File: config.mk
export PLATFORM = sky130hd
export DESIGN_NAME = fwd_unit
export DESIGN_NICKNAME = d
export VERILOG_FILES = /design/src/rtl/fwd_pkg.sv /design/src/rtl/fwd_regfile.sv /design/src/rtl/fwd_pipe_regs.sv /design/src/rtl/fwd_hazard_logic.sv /design/src/rtl/fwd_unit.sv
export SDC_FILE = /design/constraint.sdc
export NUM_CORES = 2
export LEC_CHECK = 0
export CAP_MARGIN = 20
export CORE_MARGIN = 2
export CORE_UTILIZATION = 57
export DETAILED_ROUTE_END_ITERATION = 8
export PLACE_DENSITY = 0.84
export SLEW_MARGIN = 25
export SYNTH_ARGS = -nofsm -noshare
export SYNTH_HDL_FRONTEND = slang
export SYNTH_SLANG_ARGS = --single-unit
File: constraint.sdc
create_clock -name clk -period 3.2 [get_ports clk]
set_input_delay 0.64 -clock clk [delete_from_list [all_inputs] [get_ports clk]]
set_output_delay 0.64 -clock clk [all_outputs]
set_load 0.005 [all_outputs]
File: src/rtl/fwd_pkg.sv
package fwd_pkg;
    parameter int REG_IDX_W = 5;

    typedef logic [REG_IDX_W-1:0] ridx_t;

    typedef enum logic [1:0] {
        SRC_REGFILE = 2'd0,
        SRC_EXMEM   = 2'd1,
        SRC_MEMWB   = 2'd2
    } opnd_src_e;

    // Control fields carried down the pipeline for one instruction.
    typedef struct packed {
        ridx_t rs1;
        ridx_t rs2;
        logic  use1;
        logic  use2;
        ridx_t rd;
        logic  wr;
        logic  ld;
        logic  st;
    } uop_ctl_t;

    // True when a read source is satisfied by a writing producer.
    function automatic logic dep_hit(ridx_t src, logic used, ridx_t dst, logic wr);
        return used && wr && (src != '0) && (src == dst);
    endfunction
endpackage

File: src/rtl/fwd_regfile.sv
module fwd_regfile
    import fwd_pkg::*;
#(
    parameter int XLEN   = 32,
    parameter int RPORTS = 2
) (
    input  logic                  clk,
    input  logic                  rst,
    input  logic                  we,
    input  ridx_t                 waddr,
    input  logic [XLEN-1:0]       wdata,
    input  ridx_t                 raddr [RPORTS],
    output logic [XLEN-1:0]       rdata [RPORTS]
);
    localparam int NREG = 2 ** REG_IDX_W;

    logic [XLEN-1:0] regs [NREG];

    always_ff @(posedge clk) begin
        if (rst) begin
            for (int i = 0; i < NREG; i++) regs[i] <= '0;
        end else if (we && waddr != '0) begin
            regs[waddr] <= wdata;
        end
    end

    // Write-first-half / read-second-half: same-cycle write is visible.
    for (genvar p = 0; p < RPORTS; p++) begin : g_rd
        always_comb begin
            if (raddr[p] == '0)
                rdata[p] = '0;
            else if (we && waddr == raddr[p])
                rdata[p] = wdata;
            else
                rdata[p] = regs[raddr[p]];
        end
    end
endmodule

File: src/rtl/fwd_pipe_regs.sv
module fwd_pipe_regs
    import fwd_pkg::*;
(
    input  logic     clk,
    input  logic     rst,
    input  logic     bubble,
    input  uop_ctl_t id_ctl,
    output uop_ctl_t ex_ctl,
    output uop_ctl_t mem_ctl,
    output uop_ctl_t wb_ctl
);
    always_ff @(posedge clk) begin
        if (rst) begin
            ex_ctl  <= '0;
            mem_ctl <= '0;
            wb_ctl  <= '0;
        end else begin
            ex_ctl  <= bubble ? '0 : id_ctl;
            mem_ctl <= ex_ctl;
            wb_ctl  <= mem_ctl;
        end
    end
endmodule

File: src/rtl/fwd_hazard_logic.sv
module fwd_hazard_logic
    import fwd_pkg::*;
(
    input  uop_ctl_t  id_ctl,
    input  uop_ctl_t  ex_ctl,
    input  uop_ctl_t  mem_ctl,
    input  uop_ctl_t  wb_ctl,
    output opnd_src_e opnd_sel [2],
    output logic      st_fwd,
    output logic      stall
);
    ridx_t ex_src [2];
    logic  ex_use [2];
    assign ex_src[0] = ex_ctl.rs1;
    assign ex_src[1] = ex_ctl.rs2;
    assign ex_use[0] = ex_ctl.use1;
    assign ex_use[1] = ex_ctl.use2;

    // A load in the memory stage has no data yet; never take its address.
    logic mem_alu_wr;
    assign mem_alu_wr = mem_ctl.wr && !mem_ctl.ld;

    for (genvar k = 0; k < 2; k++) begin : g_opnd
        always_comb begin
            if (dep_hit(ex_src[k], ex_use[k], mem_ctl.rd, mem_alu_wr))
                opnd_sel[k] = SRC_EXMEM;
            else if (dep_hit(ex_src[k], ex_use[k], wb_ctl.rd, wb_ctl.wr))
                opnd_sel[k] = SRC_MEMWB;
            else
                opnd_sel[k] = SRC_REGFILE;
        end
    end

    assign st_fwd = mem_ctl.st && dep_hit(mem_ctl.rs2, 1'b1, wb_ctl.rd, wb_ctl.wr);

    logic ex_load_wr, hit_a, hit_b;
    assign ex_load_wr = ex_ctl.wr && ex_ctl.ld;
    assign hit_a      = dep_hit(id_ctl.rs1, id_ctl.use1, ex_ctl.rd, ex_load_wr);
    assign hit_b      = dep_hit(id_ctl.rs2, id_ctl.use2, ex_ctl.rd, ex_load_wr);
    // Store data is picked up later in the memory stage, so it never stalls.
    assign stall      = hit_a || (hit_b && !id_ctl.st);
endmodule

File: src/rtl/fwd_unit.sv
module fwd_unit
    import fwd_pkg::*;
#(
    parameter int XLEN = 32
) (
    input  logic                 clk,
    input  logic                 rst,
    input  logic [REG_IDX_W-1:0] id_rs1,
    input  logic [REG_IDX_W-1:0] id_rs2,
    input  logic                 id_use_rs1,
    input  logic                 id_use_rs2,
    input  logic [REG_IDX_W-1:0] id_rd,
    input  logic                 id_wr,
    input  logic                 id_load,
    input  logic                 id_store,
    input  logic [XLEN-1:0]      wb_wdata,
    output logic [1:0]           fwd_a_sel,
    output logic [1:0]           fwd_b_sel,
    output logic                 st_data_fwd,
    output logic                 hold_fetch,
    output logic                 bubble_ex,
    output logic [XLEN-1:0]      rf_rdata1,
    output logic [XLEN-1:0]      rf_rdata2
);
    uop_ctl_t  id_ctl, ex_ctl, mem_ctl, wb_ctl;
    opnd_src_e sel [2];
    logic      stall, st_fwd;
    ridx_t     rf_ra [2];
    logic [XLEN-1:0] rf_rd [2];

    always_comb begin
        id_ctl      = '0;
        id_ctl.rs1  = id_rs1;
        id_ctl.rs2  = id_rs2;
        id_ctl.use1 = id_use_rs1;
        id_ctl.use2 = id_use_rs2;
        id_ctl.rd   = id_rd;
        id_ctl.wr   = id_wr;
        id_ctl.ld   = id_load;
        id_ctl.st   = id_store;
    end

    fwd_pipe_regs u_pipe (
        .clk    (clk),
        .rst    (rst),
        .bubble (stall),
        .id_ctl (id_ctl),
        .ex_ctl (ex_ctl),
        .mem_ctl(mem_ctl),
        .wb_ctl (wb_ctl)
    );

    fwd_hazard_logic u_haz (
        .id_ctl  (id_ctl),
        .ex_ctl  (ex_ctl),
        .mem_ctl (mem_ctl),
        .wb_ctl  (wb_ctl),
        .opnd_sel(sel),
        .st_fwd  (st_fwd),
        .stall   (stall)
    );

    assign rf_ra[0] = id_rs1;
    assign rf_ra[1] = id_rs2;

    fwd_regfile #(.XLEN(XLEN), .RPORTS(2)) u_rf (
        .clk  (clk),
        .rst  (rst),
        .we   (wb_ctl.wr),
        .waddr(wb_ctl.rd),
        .wdata(wb_wdata),
        .raddr(rf_ra),
        .rdata(rf_rd)
    );

    assign fwd_a_sel   = sel[0];
    assign fwd_b_sel   = sel[1];
    assign st_data_fwd = st_fwd;
    assign hold_fetch  = stall;
    assign bubble_ex   = stall;
    assign rf_rdata1   = rf_rd[0];
    assign rf_rdata2   = rf_rd[1];
endmodule

# [Word level (Yosys, flattened, before mapping)]
# Memory sizes are Yosys's and may differ from the RTL's.
# Index checks and enable logic that the tools add are counted.
[totals] word_cells=81 out_inout_bits=71 regBits=39 mem_bits_rw=1024 in_bits=54 n_memories=1
[memory_table] memory="u_rf.regs" words=32 word_bits=32 read_ports=2 rd_ports_with_merged_regs=0 write_ports=32 line="fwd_regfile.sv:17" source="logic [XLEN-1:0] regs [NREG];"
[classes] n_mux=16 eq_ne=9 n_reduce_logical=40
[op_table] operator="$mux W32" n=5
[op_table] operator="$eq A5 B5 Y1" n=9
[op_table] operator="$reduce_or A32 Y1" n=1
[op_table] operator="$reduce_bool A5 Y1" n=6
[op_table] operator="$logic_and A1 B1 Y1" n=27
[op_table] operator="$logic_not A5 Y1" n=2
[op_table] operator="$mux W2" n=4
[op_table] operator="$mux W1" n=6
[op_table] operator="$mux W5" n=1
[op_table] operator="$logic_not A1 Y1" n=2
[op_table] operator="$reduce_or A2 Y1" n=1
[op_table] operator="$logic_or A1 B1 Y1" n=1

# [Longest topological paths before layout]
[logic_depth] ltp_word=7 depth_mapped=11 depth_no_buf=5

# [Hierarchy]
# A second synthesis with hierarchy kept.
[unflattened] hier_cells=3997 hier_area_um2=57244.9
[modules_own_cells] module="fwd_regfile" n_inst=1 seq_area_each_um2=30749.5 cells_per_inst=3802 area_each_um2=55061.6
[modules_own_cells] module="fwd_pipe_regs" n_inst=1 seq_area_each_um2=1201.2 cells_per_inst=128 area_each_um2=1640.3
[modules_own_cells] module="fwd_hazard_logic" n_inst=1 seq_area_each_um2=0.0 cells_per_inst=66 area_each_um2=535.5
[modules_own_cells] module="fwd_unit" n_inst=1 seq_area_each_um2=0.0 cells_per_inst=1 area_each_um2=7.5

# [Worst setup path after synthesis]
# No wires, ideal clock.
[synth_timing] path_type="input to output" startpoint="in id_rs2[1]" endpoint="out rf_rdata2[10]" arrival_ns=2.515 cell_stages=7 t_required_ns=2.560 slack_ns=0.045 cell_sequence="buf_2 buf_2 clkbuf_1 mux4_2 mux4_2 nor2b_1 a211o_1"
[synth_via] elab_chain_len=4 word_cells_on_any_way=6 classes_between="eq/ne (1); mux (2); reduce/logical (2); memory (1)"
[synth_rtl] element="from (decl)" line="fwd_unit.sv:9" source="input logic [REG_IDX_W-1:0] id_rs2,"
[synth_rtl] element="branches (longest 3 deep; another with $mem_v2 Z32 W32)"
[synth_rtl] element="$mux W32 (*)" line="fwd_regfile.sv:30" source="if (raddr[p] == '0)"
[synth_rtl] element="to (decl)" line="fwd_unit.sv:23" source="output logic [XLEN-1:0] rf_rdata2"
# Mark *: on every way between the ends.

# [Worst setup path in the final report]
[layout_timing] startpoint="reg, netlist name u_pipe.wb_ctl[4]" endpoint="out rf_rdata2[19]"
[layout_via] elab_chain_len=4
[layout_rtl] element="$eq A5 B5 Y1" line="fwd_regfile.sv:32" source="else if (we && waddr == raddr[p])"
[layout_rtl] element="$logic_and A1 B1 Y1" line="fwd_regfile.sv:32"
[layout_rtl] element="$mux W32" line="fwd_regfile.sv:32"
[layout_rtl] element="$mux W32" line="fwd_regfile.sv:30"
# Every way passes these cells.

==> metrics.txt <==
# TYPE chip_impl_metric gauge
chip_impl_info{name="status",value="complete, but fails checks"} 1
chip_impl_info{name="failed_checks",value="design-rule violations, negative setup slack"} 1
chip_impl_metric{name="min_period",unit="ns"} 3.62
chip_impl_info{name="critPathKind",value="flip-flop to output pin"} 1
chip_impl_info{name="rr_startpoint",value="u_pipe.wb_ctl[4]$_SDFF_PP0_"} 1
chip_impl_metric{name="synth_enable_flop_cells",unit=""} 1024
chip_impl_metric{name="post_route_cells_drive_above_1_share",unit="%"} 36.5
chip_impl_metric{name="setup_violations",unit=""} 63
chip_impl_metric{name="worst_max_slew_pin_slew",unit="ns"} 0.900
chip_impl_info{name="tritoncts_clock_tree",value="yes"} 1
chip_impl_info{name="mostFrequentLayoutCell",value="sky130_fd_sc_hd__and2_1"} 1
chip_impl_metric{name="drt_iter0_drc",unit=""} 8484
chip_impl_info{name="dominantRegCellSynth",value="sky130_fd_sc_hd__edfxtp_1"} 1
chip_impl_metric{name="synth-async-reset-ratio",unit="%"} 0
chip_impl_metric{name="via_count",unit=""} 42797
chip_impl_info{name="rsz_0062_raised_after_global_routing",value="yes"} 1
chip_impl_metric{name="globalplace.congestion",unit=""} 0.942
chip_impl_metric{name="syn_avg_cell_area",unit="um2"} 14.9
chip_impl_metric{name="core-area",unit="mm2"} 0.0984
chip_impl_metric{name="timing.max_slew.rel_slack",unit="%"} 39.7
chip_impl_metric{name="floorplan_die_height",unit="um"} 319
chip_impl_info{name="setup.worst_path.start_class",value="flip-flop"} 1
chip_impl_metric{name="grt_first_pass_wirelength",unit="um"} 293000
chip_impl_metric{name="globalRouteTotalUtil",unit="%"} 40.6
chip_impl_metric{name="cts_buffer_depth",unit=""} 3
chip_impl_metric{name="total_clock_sinks",unit=""} 1063
chip_impl_metric{name="finalClockSkew",unit="ns"} 0.0231
chip_impl_metric{name="layout.filler_cells",unit=""} 5546
chip_impl_metric{name="cts_made_buffers",unit=""} 107
chip_impl_metric{name="final_util",unit="%"} 70.7
chip_impl_info{name="synth_top_cells_by_area",value="sky130_fd_sc_hd__edfxtp_1 54%, sky130_fd_sc_hd__mux4_2 19%, sky130_fd_sc_hd__and2_1 12%"} 1
chip_impl_metric{name="nNetsFinal",unit=""} 4345
chip_impl_metric{name="cts.reportedPaths.clkPinSlew",unit="ns"} 0.06
chip_impl_metric{name="crit_path_max_fanout",unit=""} 8
chip_impl_metric{name="ff2ff_path_depth",unit=""} 6
chip_impl_info{name="layout_common_cells",value="1,035 x sky130_fd_sc_hd__and2_1, 1,024 x sky130_fd_sc_hd__edfxtp_1, 479 x sky130_fd_sc_hd__mux4_2"} 1
chip_impl_metric{name="io-pin-count",unit=""} 125
chip_impl_metric{name="timing.final.crit_share",unit="%"} 113
chip_impl_info{name="hold_class",value="flip-flop to flip-flop"} 1
chip_impl_info{name="timing.critical_path.to",value="rf_rdata2[19]"} 1
chip_impl_metric{name="post_dp_hpwl",unit="um"} 118000
chip_impl_metric{name="post_synth_num_cell_types",unit=""} 55
chip_impl_metric{name="wire_per_inst",unit="um"} 37.7
chip_impl_metric{name="synthToLayoutAreaGrowth",unit="%"} 23.0
chip_impl_metric{name="setup.reg_to_reg.worst_slack",unit="ns"} 0.57
chip_impl_metric{name="cts_max_level",unit=""} 3
chip_impl_metric{name="worst_ir_drop_vdd",unit="uV"} 534
chip_impl_metric{name="insertion_delay",unit="ns"} 0.73
chip_impl_info{name="critical_path.endpoint_type",value="output pin"} 1
chip_impl_metric{name="port_buffers",unit=""} 124
chip_impl_metric{name="cp.required",unit="ns"} 2.56
chip_impl_metric{name="grt_start_max_net_pins",unit=""} 57
chip_impl_metric{name="totalPowerFinal",unit="uW"} 33200
chip_impl_metric{name="synth-seq-cells",unit=""} 1063
chip_impl_metric{name="antenna_found_initial",unit=""} 10
chip_impl_metric{name="dp_worst_setup_slack",unit="ns"} -0.787
chip_impl_metric{name="detail_route.drc_violations",unit=""} 2
chip_impl_metric{name="maxCapViolCount",unit=""} 0
chip_impl_metric{name="die_area",unit="mm2"} 0.102
chip_impl_metric{name="post_dp_cell_area",unit="mm2"} 0.0628
chip_impl_info{name="netlist.top_cell.by_area",value="sky130_fd_sc_hd__edfxtp_1"} 1
chip_impl_metric{name="netlist_area",unit="mm2"} 0.0566
chip_impl_metric{name="ys.warnings.count",unit=""} 0
chip_impl_metric{name="initial_core_util",unit="%"} 57.5
chip_impl_metric{name="floorplan.die.width",unit="um"} 319
chip_impl_metric{name="drt_pass1_iterations",unit=""} 9
chip_impl_metric{name="worst_hold_slack",unit="ns"} 0.433
chip_impl_metric{name="cts_hold_buffers",unit=""} 0
chip_impl_metric{name="placement_rows",unit=""} 115
chip_impl_info{name="cp-startpoint",value="u_pipe.wb_ctl[4]$_SDFF_PP0_"} 1
chip_impl_metric{name="worst-endpoint-arrival",unit="ns"} 2.98
chip_impl_metric{name="max_slew_violations",unit=""} 0
chip_impl_metric{name="fmaxAchievable",unit="GHz"} 0.276
chip_impl_metric{name="timing.final.ws_setup",unit="ns"} -0.421
chip_impl_info{name="reg_to_reg_endpoint",value="u_rf.regs[16][30]$_SDFFCE_PN0P_"} 1
chip_impl_metric{name="finalHoldViolCount",unit=""} 0
chip_impl_metric{name="synthCells",unit=""} 3790
chip_impl_metric{name="gr-total-overflow",unit=""} 0
chip_impl_metric{name="totalWireLength",unit="um"} 214000
chip_impl_metric{name="p_leak",unit="uW"} 0.0267
chip_impl_metric{name="power_per_cell_area",unit="mW/mm2"} 476
chip_impl_metric{name="final_antenna_net_count",unit=""} 0
chip_impl_metric{name="layout.cell_area.non_filler",unit="mm2"} 0.0696
chip_impl_metric{name="yosysSeqAreaShare",unit="%"} 55.7
chip_impl_metric{name="number_of_global_route_vias_before_repair",unit=""} 42668
chip_impl_metric{name="synth_largest_type_area_fraction",unit="%"} 54.3
chip_impl_metric{name="vias_per_cell",unit=""} 7.54
chip_impl_info{name="clock_tree.root_cell",value="sky130_fd_sc_hd__clkbuf_16"} 1
## synthesized netlist by cell type (3+ instances only)
cell type,n
sky130_fd_sc_hd__nand2_1,42
sky130_fd_sc_hd__buf_6,9
sky130_fd_sc_hd__mux2i_1,191
sky130_fd_sc_hd__o311ai_1,3
sky130_fd_sc_hd__a221oi_1,23
sky130_fd_sc_hd__o21ai_0,23
sky130_fd_sc_hd__nand4_1,8
sky130_fd_sc_hd__nor4_1,4
sky130_fd_sc_hd__a31oi_1,7
sky130_fd_sc_hd__nand3_1,26
sky130_fd_sc_hd__a22oi_1,74
sky130_fd_sc_hd__nand2b_1,3
sky130_fd_sc_hd__nor3_1,17
sky130_fd_sc_hd__buf_1,26
sky130_fd_sc_hd__o211ai_1,8
sky130_fd_sc_hd__and2_1,1041
sky130_fd_sc_hd__buf_2,71
sky130_fd_sc_hd__xor2_1,10
sky130_fd_sc_hd__o221ai_1,6
sky130_fd_sc_hd__dfxtp_1,39
sky130_fd_sc_hd__nand3b_1,5
sky130_fd_sc_hd__nor2_1,49
sky130_fd_sc_hd__or4_1,3
sky130_fd_sc_hd__buf_4,11
sky130_fd_sc_hd__or2_2,35
sky130_fd_sc_hd__a211o_1,34
sky130_fd_sc_hd__a211oi_1,64
sky130_fd_sc_hd__xnor2_1,34
sky130_fd_sc_hd__edfxtp_1,1024
sky130_fd_sc_hd__clkbuf_1,281
sky130_fd_sc_hd__a21oi_1,19
sky130_fd_sc_hd__o22ai_1,10
sky130_fd_sc_hd__o221a_2,18
sky130_fd_sc_hd__a221o_1,12
sky130_fd_sc_hd__nor2b_1,53
sky130_fd_sc_hd__a21o_1,3
sky130_fd_sc_hd__mux4_2,479
## layout make-up
type / count / area (um2) / share of cell area, %
inverter: 4 / 21.3 / 0.0305
tap: 1287 / 1610 / 2.31
antenna: 5 / 12.5 / 0.0180
clock inverter: 64 / 568 / 0.816
timing repair buffer: 759 / 8060 / 11.6
clock buffer: 136 / 2890 / 4.16
multi-input combinational: 2356 / 24900 / 35.8
sequential: 1063 / 31500 / 45.3
## critical path, stage by stage (launching register included)
cell                       delay [ns]
sky130_fd_sc_hd__dfxtp_4         0.36
sky130_fd_sc_hd__buf_6           0.13
sky130_fd_sc_hd__xnor2_4         0.12
sky130_fd_sc_hd__nand2_2         0.13
sky130_fd_sc_hd__buf_4           0.14
sky130_fd_sc_hd__o21ai_4         0.08
sky130_fd_sc_hd__buf_12          0.18
sky130_fd_sc_hd__buf_4           0.15
sky130_fd_sc_hd__a211oi_2        0.59
sky130_fd_sc_hd__a211o_4         0.24
sky130_fd_sc_hd__buf_6           0.11
## logic make-up (layout without fill, tap and decap cells)
kind of cell | count (synthesis) | in the layout | share of synthesized area (%)
compound gates | 314 | 314 | 4.28
xor+xnor | 44 | 44 | 0.681
buf+inv | 402 | 963 | 3.02
flops | 1063 | 1063 | 55.7
mux | 670 | 670 | 22.4
other cells | 1 | 37 | 0.00663
simple gates | 1296 | 1296 | 13.9
## sequential cells by signal, summed over array words and instances (netlist names)
register / count
u_pipe.ex_ctl: 20
u_pipe.mem_ctl: 13
u_pipe.wb_ctl: 6
u_rf.regs: 1024
## where the power goes
group / internal (uW) / switching [uW] / total [uW]
Clock: 7110 / 5600 / 12700
Sequential: 15600 / 260 / 15900
Combinational: 2080 / 2530 / 4610
Total: 24800 / 8390 / 33200
## per-layer routing
layer	share of wire [%]	wire length [um]	up-vias	GRT usage [%]
met1	29	62400	20577	47.6
met5	0.076	163	-	0.662
met2	43	92500	5096	59.6
met4	9.4	20200	12	27.9
met3	18	38700	1546	18.7
li1	-	-	15566	-
## timing repair
item / CTS / global route
setup buffers: 105 / 37
resized for setup: 555 / 103
gates cloned: 24 / 1
pin swaps: 87 / 52
endpoints found under the setup margin: 69 / 66
## worst min path at each step
stage,start,to,slack [ns],depth (start not counted)
finish,u_pipe.ex_ctl[0]$_SDFF_PP0_,u_pipe.mem_ctl[0]$_SDFF_PP0_,0.43,1
floorplan,u_pipe.ex_ctl[0]$_SDFF_PP0_,u_pipe.mem_ctl[0]$_SDFF_PP0_,0.41,1
detailed placement,u_pipe.ex_ctl[0]$_SDFF_PP0_,u_pipe.mem_ctl[0]$_SDFF_PP0_,0.42,1
global placement,u_pipe.ex_ctl[0]$_SDFF_PP0_,u_pipe.mem_ctl[0]$_SDFF_PP0_,0.42,1
CTS,u_pipe.ex_ctl[0]$_SDFF_PP0_,u_pipe.mem_ctl[0]$_SDFF_PP0_,0.44,1
global route,id_rs2[2],u_pipe.ex_ctl[12]$_SDFF_PP0_,0.46,3
## through the flow
| step | std cells | TNS [ns] |
|---|---|---|
| floorplan | 3821 | 0 |
| global placement | 5319 | -41.72 |
| detailed placement | 5319 | -41.98 |
| CTS | 5642 | -7.09 |
| global route | 5670 | -13.88 |
| finish | 5674 | -14.01 |
Power figures use the tool's default switching activity.
